### src/rtl/pwron_scrub.sv
module pwron_scrub #(
  parameter int DEPTH = 256,
  parameter int SEED  = 1
) (
  input  logic                     clk,
  input  logic                     rst,
  output logic [$clog2(DEPTH)-1:0] mem_addr,
  output logic                     mem_we,
  output logic                     mem_re,
  output logic [15:0]              mem_wdata,
  output logic [1:0]               mem_wpar,
  input  logic [15:0]              mem_rdata,
  input  logic [1:0]               mem_rpar,
  output logic [2:0]               reg_addr,
  output logic                     reg_we,
  output logic [1:0]               par_err,
  output logic                     start_fetch
);
  localparam int AW = $clog2(DEPTH);
  localparam logic [AW-1:0] TAPS  = (AW == 9) ? AW'(9'h110) : AW'(8'hB8);
  localparam logic [AW-1:0] SEEDV = AW'(SEED);

  logic [AW-1:0] lfsr, lfsr_nx;
  logic [2:0]    lap;
  logic          ph, chk_q, fb, step;
  logic [1:0]    err_q, byte_bad;

  // full-period generator: the zero state is spliced in after the lone-MSB state
  assign fb      = (^(lfsr & TAPS)) ^ (lfsr[AW-2:0] == '0);
  assign lfsr_nx = {lfsr[AW-2:0], fb};

  assign step   = (lap == 3'd0) || (lap == 3'd1) || (lap == 3'd2 && ph) || (lap == 3'd3);
  assign mem_re = (lap == 3'd2 && !ph) || (lap == 3'd3);
  assign mem_we = (lap == 3'd1) || (lap == 3'd2 && ph);

  assign mem_wdata = (lap == 3'd1) ? 16'hFFFF : 16'h0000;
  assign mem_wpar  = {^mem_wdata[15:8], ^mem_wdata[7:0]};
  assign mem_addr  = lfsr;
  assign reg_addr  = lfsr[2:0];
  assign reg_we    = mem_we;

  assign byte_bad = {^{mem_rdata[15:8], mem_rpar[1]}, ^{mem_rdata[7:0], mem_rpar[0]}};

  always_ff @(posedge clk) begin
    if (rst) begin
      lfsr  <= SEEDV;
      lap   <= 3'd0;
      ph    <= 1'b0;
      chk_q <= 1'b0;
      err_q <= 2'b00;
    end else begin
      chk_q <= mem_re;
      if (chk_q) err_q <= err_q | byte_bad;
      if (lap == 3'd2) ph <= ~ph;
      if (step) begin
        lfsr <= lfsr_nx;
        if (lfsr_nx == SEEDV) lap <= lap + 3'd1;
      end
    end
  end

  assign par_err     = err_q;
  assign start_fetch = (lap == 3'd4) && !chk_q && (err_q == 2'b00);
endmodule


### config.mk
export PLATFORM = sky130hd
export DESIGN_NAME = pwron_scrub
export DESIGN_NICKNAME = d
export VERILOG_FILES = /design/src/rtl/pwron_scrub.sv
export SDC_FILE = /design/constraint.sdc
export NUM_CORES = 1
export LEC_CHECK = 0
export ABC_AREA = 1
export BUFFER_PORTS_ARGS = -buffer_cell sky130_fd_sc_hd__buf_2
export CAP_MARGIN = 20
export CORE_MARGIN = 3
export CORE_UTILIZATION = 50
export DETAILED_ROUTE_END_ITERATION = 8
export PLACE_DENSITY = 0.85
export SETUP_SLACK_MARGIN = 0.2
export SLEW_MARGIN = 40
export SYNTH_ARGS = -nofsm -noshare
export SYNTH_HDL_FRONTEND = slang
export SYNTH_SLANG_ARGS = --single-unit
### constraint.sdc
create_clock -name clk -period 2.41 [get_ports clk]
set_input_delay 0.1205 -clock clk [delete_from_list [all_inputs] [get_ports clk]]
set_output_delay 0.1205 -clock clk [all_outputs]
set_load 0.1 [all_outputs]
; ---- After elaboration in Yosys (flattened, before gate mapping)
; Cells that the tools add are included.
[op_classes]
bitwise = 3
n_eq_ne = 5
n_mux = 1
addsub = 1
n_reduce_logical = 20
[ops]
columns = operator, n
row1 = parity 8 bit, 3
row2 = parity 9 bit, 2
row3 = two-way mux 16 bit, 1
row4 = "== test 8 x 1 -> 1 bit, second input constant", 1
row5 = logical NOT 7 bit, 1
row6 = "== test 3 x 2 -> 1 bit, second input constant", 2
row7 = logical OR 1 bit, 5
row8 = logical AND 1 bit, 4
row9 = "adder 3 x 1 -> 3 bit, second input constant", 1
row10 = "== test 3 x 1 -> 1 bit, second input constant", 1
row11 = "== test 3 bit, second input constant", 1
row12 = logical NOT 3 bit, 1
row13 = logical NOT 1 bit, 2
row14 = logical NOT 2 bit, 1
row15 = bitwise OR 2 bit, 1
row16 = AND reduction 2 bit, 1
row17 = inverter 1 bit, 1
row18 = XOR 1 bit, 1
[totals]
out_inout_bits = 35
reg_bits = 15

; ---- Logic depth before layout (Yosys ltp)
; Gate-level depths: netlist (run 1).
[depth]
word_depth = 5
ltp_mapped = 13
ltp_nobuf = 13

; ---- Worst setup path before layout (run 1)
; OpenSTA, ideal clock, no wires.
[synth_path]
path_type = reg-to-output
startpoint = reg lap[1]
endpoint = out reg_we
setup_slack_ps = -1083
stages_incl_launch_ff = 6
path_buffers = 1
arrival_time_ps = 3372
cell_sequence = dfxtp_1 -> inv_1 -> ha_1 -> inv_1 -> o21ai_0 -> buf_4
[synth_between]
elab_chain_len = 3
[synth_rtl]
columns = item, line
row1 = start: declaration, 24  ; logic [2:0] lap;
row2 = start signal: assignment, 57  ; if (lfsr_nx == SEEDV) lap <= lap + 3'd1;
row3 = == test 3 x 2 -> 1 bit, 34  ; assign mem_we = (lap == 3'd1) || (lap == 3'd2 && ph);
row4 = logical AND 1 bit, 34
row5 = logical OR 1 bit *, 34
row6 = end: declaration, 15  ; output logic reg_we,
; Mark *: on every way between the ends. The rest lies on a longest branch, timed or not.

; ---- Final worst setup path (run 1)
[layout_path]
startpoint = reg lap[1]
endpoint = out mem_wdata[4]
[layout_between]
elab_chain_len = 2
[layout_rtl]
columns = item, line
row1 = == test 3 x 1 -> 1 bit, 36  ; assign mem_wdata = (lap == 3'd1) ? 16'hFFFF : 16'h0000;
row2 = two-way mux 16 bit, 36
row3 = end: declaration, 10  ; output logic [15:0] mem_wdata,
; Every way passes these cells.

==> impl_metrics.py, run 1 <==
metrics = {
    "status": {
        "status": "complete, no violations",
    },
    "drt": {
        "via_per_inst": 4.60,
        "antenna_left": 0,
        "dr.first_iter.drc_count": 6,
        "post_drt_wl_per_cell_um": 8.47,
        "remaining_drc_errors": 0,
        "wirelength_um": 2130,
        "num_vias": 1154,
        "drt_first_pass_iters": 2,
    },
    "sta": {
        "min_period_over_period_pct": 80.4,
        "fin_worst_skew_ps": 6.44,
        "final-hold-violation-count": 0,
        "finalSetupTns_ps": 0,
        "rsz0062_at_grt": "false",
        "worst_hold_slack_ps": 67.6,
        "setup_violations": 0,
        "layout_min_cycle_time_ps": 1940,
        "slew_violations": 0,
        "fmax_mhz": 516,
    },
    "global_route": {
        "gr-total-overflow": 0,
        "grtUsageTotal_pct": 15.8,
        "grt_pass1_vias": 966,
        "antenna_found_initial": 0,
        "grt_max_degree": 17,
        "grt_pass1_wl_um": 3550,
    },
    "clock_tree": {
        "postCtsSetupBuffers": 0,
        "clk_pin_slew_ps": 90,
        "cts_htree_levels": 1,
        "cts_root_buffer": "clkbuf_4",
        "clk_latency_ps": 280,
        "cts_hold_buf": 0,
        "cts_buffer_depth": 2,
        "cts_buffers": 3,
        "cts_tree": "done",
        "cts_resized": 0,
        "clock-sinks": 15,
    },
    "logic_synthesis": {
        "async_flop_share_pct": 0,
        "synth_cell_type_count": 24,
        "yosys.area.top_type": "dfxtp_1",
        "ys.flop_type": "dfxtp_1",
        "synth_edf_count": 0,
        "yosys_warnings": 0,
        "ys_seq_area_share_pct": 25.0,
        "yosysTopAreaCellShare_pct": 25.0,
        "synth_area_um2": 1200,
        "synthCells": 188,
        "ys_top_cells_by_area": "dfxtp_1 25%, nand2_1 15%, buf_4 13%, inv_1 9.4%, ha_1 6.2%",
        "syn_avg_cell_area_um2": 6.40,
        "synth_seq_cells": 15,
    },
    "worst_setup_path": {
        "cp-end-kind": "output port",
        "cp_max_fo": 16,
        "critPathArrivalTime_ps": 1820,
        "critical_path.startpoint": "lap[1]",
        "start_kind": "flop",
        "r2r_start": "mem_addr[4]",
        "cp.required_ps": 2290,
        "path_class": "flop to output port",
    },
    "layout": {
        "fillers": 238,
        "nets": 250,
        "drive_above_1_share_pct": 31.8,
        "area_growth_pct": 13.9,
        "final_common_cell": "buf_2",
        "num_antenna_cells": 0,
        "regArea_um2": 303,
        "multi_input_area_um2": 621,
        "final_cell_mix": "52 x buf_2, 48 x nand2_1, 30 x inv_1",
    },
    "floorplan": {
        "core_area_um2": 2250,
        "fp.dieH_um": 55.0,
        "die_x_um": 55.0,
        "die_area_um2": 3030,
        "row_count": 17,
        "start_util_pct": 53.3,
        "io_pins": 55,
    },
    "worst_hold_path": {
        "hold_path_class": "input pin to flop",
        "min_from": "rst",
    },
    "placement": {
        "hpwlAfterDp_um": 1800,
        "io_buffers": 52,
        "gp_congestion": 0.762,
    },
    "flow_run": {
        "cap_viol_max_count": 0,
    },
}
==> per-stage QoR <==
stage / std cells / instance area, µm² / utilization [%] / setup WS [ps]
after floorplan: 189 / 1220 / - / -238
final: 251 / 1370 / 60.8 / 473
after global placement: 247 / 1340 / 59.5 / 821
after global routing: 251 / 1370 / 60.8 / 259
after CTS: 251 / 1370 / 60.8 / 426
after detailed placement: 247 / 1340 / 59.5 / 764
==> metal layers <==
| metal | part of all wire (%) | track usage, % | up-vias |
|---|---|---|---|
| met3 | 8.2 | 4.83 | 2 |
| met2 | 50 | 28.5 | 32 |
| met1 | 42 | 17.9 | 492 |
| met4 | 0.38 | 3.64 | 0 |
| li1 | - | - | 628 |
| met5 | 0 | 0 | - |
==> worst max-delay path, stage by stage (launching register included) <==
cell and delay [ps]:
dfxtp_1 340, inv_1 150, ha_1 170, inv_1 50, nor2_2 310, buf_2 510
==> kinds of logic after synthesis <==
kind of cell	after synthesis	share of synthesized area, %
AND/OR/NAND/NOR	87	32.6
AO/OA/AOI/OAI	22	10.1
adder cells (fa/ha/maj)	6	6.24
XOR/XNOR	2	1.46
flip-flops	15	25.0
other	1	0.312
buffers and inverters	55	24.3
==> path summary, 6_finish.rpt <==
kind | to | slack [ps] | depth (start not counted)
max reg2reg | lap[1] | 900 | 13
min reg2reg | par_err[0] | 470 | 2
max | mem_wdata[4] | 470 | 5
min | lap[0] | 70 | 2
==> Yosys cell counts (2+ instances only) <==
cell,number
inv_1,30
buf_4,21
nand3b_1,2
a21oi_1,10
nand4_1,2
inv_2,3
dfxtp_1,15
nor2_1,16
o21ai_0,5
nand2_1,48
nor2_2,3
ha_1,6
nand3_1,11
o21ai_1,6
==> sequential cells by signal (all words and copies together), names as in the netlist <==
register	count
lap	3
par_err	2
chk_q	1
mem_addr	8
ph	1
==> area by class of cell <==
type	instances	share of cell area [%]
Multi-Input combinational cell	119	45.3
Sequential cell	15	22.1
Timing Repair Buffer	52	19.0
Inverter	33	9.04
Tap cell	28	2.56
Clock buffer	3	1.64
Clock inverter	1	0.365
Power of run 1 is left out: the tool's default activity adds up to more than one toggle a clock period on the data nets, which glitch-free logic cannot reach.
==> run 2: changes to the inputs <==
--- a/config.mk
+++ b/config.mk
@@ -5,13 +5,13 @@
 export SDC_FILE = /design/constraint.sdc
 export NUM_CORES = 1
 export LEC_CHECK = 0
-export ABC_AREA = 1
+export ABC_AREA = 0
 export BUFFER_PORTS_ARGS = -buffer_cell sky130_fd_sc_hd__buf_2
 export CAP_MARGIN = 20
 export CORE_MARGIN = 3
-export CORE_UTILIZATION = 50
+export CORE_UTILIZATION = 45
 export DETAILED_ROUTE_END_ITERATION = 8
-export PLACE_DENSITY = 0.85
+export PLACE_DENSITY = 0.79
 export SETUP_SLACK_MARGIN = 0.2
 export SLEW_MARGIN = 40
 export SYNTH_ARGS = -nofsm -noshare
==> constraint.sdc (replaced) <==
create_clock -name clk -period 1.8 [get_ports clk]
set_input_delay 0.09 -clock clk [delete_from_list [all_inputs] [get_ports clk]]
set_output_delay 0.09 -clock clk [all_outputs]
set_load 0.1 [all_outputs]
==> run 2 against run 1 <==
  * Setup slack worse by 400 ps
  * Cell count is 23% lower
  * Die area is 1.1% higher
  * Via count is 19% lower
  * Clock skew is 0.60 ps lower
  * Critical path depth stayed put
  * Routed wire length is 9.1% higher
  * Critical path type unchanged
==> impl_metrics.py, run 2 <==
metrics = {
    "logic_synthesis": {
        "synthCells": 126,
        "synth.most_common_cell": "buf_4",
        "async_flop_share_pct": 0,
        "synth_area_um2": 1100,
        "synth_top_family_by_area": "simple AND/OR/NAND/NOR gates",
        "synth_compound_area_share_pct": 10.7,
        "synth_common_cells": "21 x buf_4, 16 x nand2_1, 15 x dfxtp_1",
        "synth-xor-area-share_pct": 16.0,
        "synth_cell_type_count": 30,
        "synth_seq_cells": 15,
        "synth_edf_count": 0,
        "ys_seq_area_share_pct": 27.4,
        "ys.flop_type": "dfxtp_1",
        "yosys.area.top_type": "dfxtp_1",
        "ys_top_cells_by_area": "dfxtp_1 27%, buf_4 14%, xnor3_1 8.2%, ha_1 6.8%, nand2_1 5.5%",
        "yosysTopAreaCellShare_pct": 27.4,
        "synth-simple-area-share_pct": 17.9,
        "synthAdderAreaFrac_pct": 6.85,
        "synthMuxAreaShare_pct": 2.97,
        "syn_avg_cell_area_um2": 8.70,
        "yosys_warnings": 0,
    },
    "layout": {
        "final_cell_mix": "32 x buf_2, 23 x buf_4, 16 x nand2_1",
        "num_antenna_cells": 0,
        "drive_above_1_share_pct": 54.8,
        "area_growth_pct": 34.9,
        "final_util_pct": 65.6,
        "regArea_um2": 320,
        "multi_input_area_um2": 673,
        "nets": 193,
        "stdcell_count": 194,
        "fillers": 193,
        "largest_reg_flops": 8,
        "final_common_cell": "buf_2",
    },
    "placement": {
        "dp_worst_setup_slack_ps": 58.3,
        "hpwlAfterDp_um": 1700,
        "dp_cells": 185,
        "gp_congestion": 0.833,
        "io_buffers": 52,
    },
    "worst_setup_path": {
        "path_cells": "inv_1 > ha_1 > nor3b_2 > or2_4 > buf_12",
        "cp_max_fo": 4,
        "cpMaxStageDelayCell": "dfxtp_1",
        "cp-end-kind": "output port",
        "reg2regPathDepth": 8,
        "critPathArrivalTime_ps": 1640,
        "start_kind": "flop",
        "path_class": "flop to output port",
        "critical-path-max-stage-delay_ps": 390,
        "cp.required_ps": 1710,
    },
    "pwr": {
        "switching_share_pct": 61.3,
        "p_leak_nw": 0.710,
        "power_mw": 1.94,
        "power_density_nw_per_um2": 1310,
        "power.internal_mw": 0.752,
        "power_frac_seq_pct": 19.8,
        "netSwitchingPower_mw": 1.19,
        "comb_power_share_pct": 70.2,
        "power_frac_clock_pct": 10.1,
        "peakVddDrop_mv": 1.22,
    },
    "global_route": {
        "grt_pass1_wl_um": 3880,
        "antenna_found_initial": 0,
        "grt_max_degree": 20,
        "gr-total-overflow": 0,
        "grt_pass1_vias": 928,
        "grtUsageTotal_pct": 15.5,
    },
    "sta": {
        "min_period_over_period_pct": 95.9,
        "fmax_mhz": 579,
        "slew_violations": 0,
        "fin_worst_skew_ps": 5.84,
        "rsz0062_at_grt": "true",
        "final-hold-violation-count": 0,
        "layout_min_cycle_time_ps": 1730,
        "worst_slack_ps": 73.2,
        "setup_violations": 0,
    },
    "drt": {
        "drt_first_pass_iters": 4,
        "antenna_left": 0,
        "post_drt_wl_per_cell_um": 12.0,
        "dr.first_iter.drc_count": 27,
        "remaining_drc_errors": 0,
        "via_per_inst": 4.84,
        "num_vias": 938,
        "wirelength_um": 2320,
    },
    "worst_hold_path": {
        "hold_path_class": "input pin to flop",
        "whs_path_depth": 2,
    },
    "floorplan": {
        "start_util_pct": 48.6,
        "io_pins": 55,
        "die_area_um2": 3060,
        "fp.dieH_um": 55.4,
        "die_x_um": 55.4,
        "core_area_um2": 2250,
        "row_count": 17,
    },
    "status": {
        "status": "complete, no violations",
    },
    "clock_tree": {
        "cts_tree": "done",
        "cts_htree_levels": 1,
        "clk_latency_ps": 290,
        "cts_hold_buf": 0,
        "cts_root_buffer": "clkbuf_4",
        "clk_pin_slew_ps": 90,
        "cts_buffers": 3,
        "clock-sinks": 15,
        "cts_buffer_depth": 2,
    },
    "flow_run": {
        "cap_viol_max_count": 0,
    },
}
run 2: what timing repair did:
item,CTS,global route
setup buffers,3,2
gates resized for setup,6,41
pin swaps,2,3
endpoints found under the setup margin,25,30
run 2: layer usage:
layer	GRT usage (%)	up-vias	share of wire, %
met2	28.5	34	51
li1	-	473	-
met3	3.50	5	6.6
met4	6.25	0	1.9
met5	0	-	0
met1	16.7	426	40
run 2: power groups by stage:
stage | Sequential (mW) | Clock, mW | Combinational (mW)
2_1_floorplan | 0.501 | 0 | 1.15
3_3_place_gp | 0.390 | 0 | 1.23
3_5_place_dp | 0.392 | 0 | 1.24
4_1_cts | 0.383 | 0.195 | 1.26
5_1_grt | 0.389 | 0.213 | 1.41
6_report | 0.384 | 0.196 | 1.36
run 2: worst paths after layout:
| kind | from | to | slack, ps |
|---|---|---|---|
| hold reg to reg | mem_addr[6] | mem_addr[7] | 480 |
| hold / removal | rst | chk_q | 170 |
| setup / recovery | lap[0] | mem_re | 70 |
| setup reg to reg | mem_addr[4] | mem_addr[0] | 80 |
run 2: area by class of cell:
class                           count  area share (%)
Clock buffer                        4            1.78
Multi-Input combinational cell     81            45.5
Sequential cell                    15            21.7
Inverter                            7            1.95
Tap cell                           28            2.37
Timing Repair Buffer               59            26.7
run 2: cells by family after synthesis:
logic type | after synthesis
DFF | 15
buffers and inverters | 31
AOI/OAI and AO/OA | 17
muxes | 3
xor gates and xnor gates | 12
adders and majority gates | 6
other | 1
and+or+nand+nor | 41
run 2: critical path, delay by kind of cell (launching register included):
family                   cells  cell delay (ps)
adder cells (fa/ha/maj)      1              260
flip-flops                   1              390
buffers and inverters        2              270
AND/OR/NAND/NOR              2              430
run 2: through the flow:
| stage | setup TNS (ps) | hold slack (ps) | instance area (µm²) |
|---|---|---|---|
| floorplan | -570 | 382 | 1200 |
| global placement | 0 | 456 | 1300 |
| detailed placement | 0 | 461 | 1300 |
| CTS | 0 | 184 | 1380 |
| global route | 0 | 209 | 1480 |
| finish | 0 | 169 | 1480 |
Power figures use the tool's default switching activity.
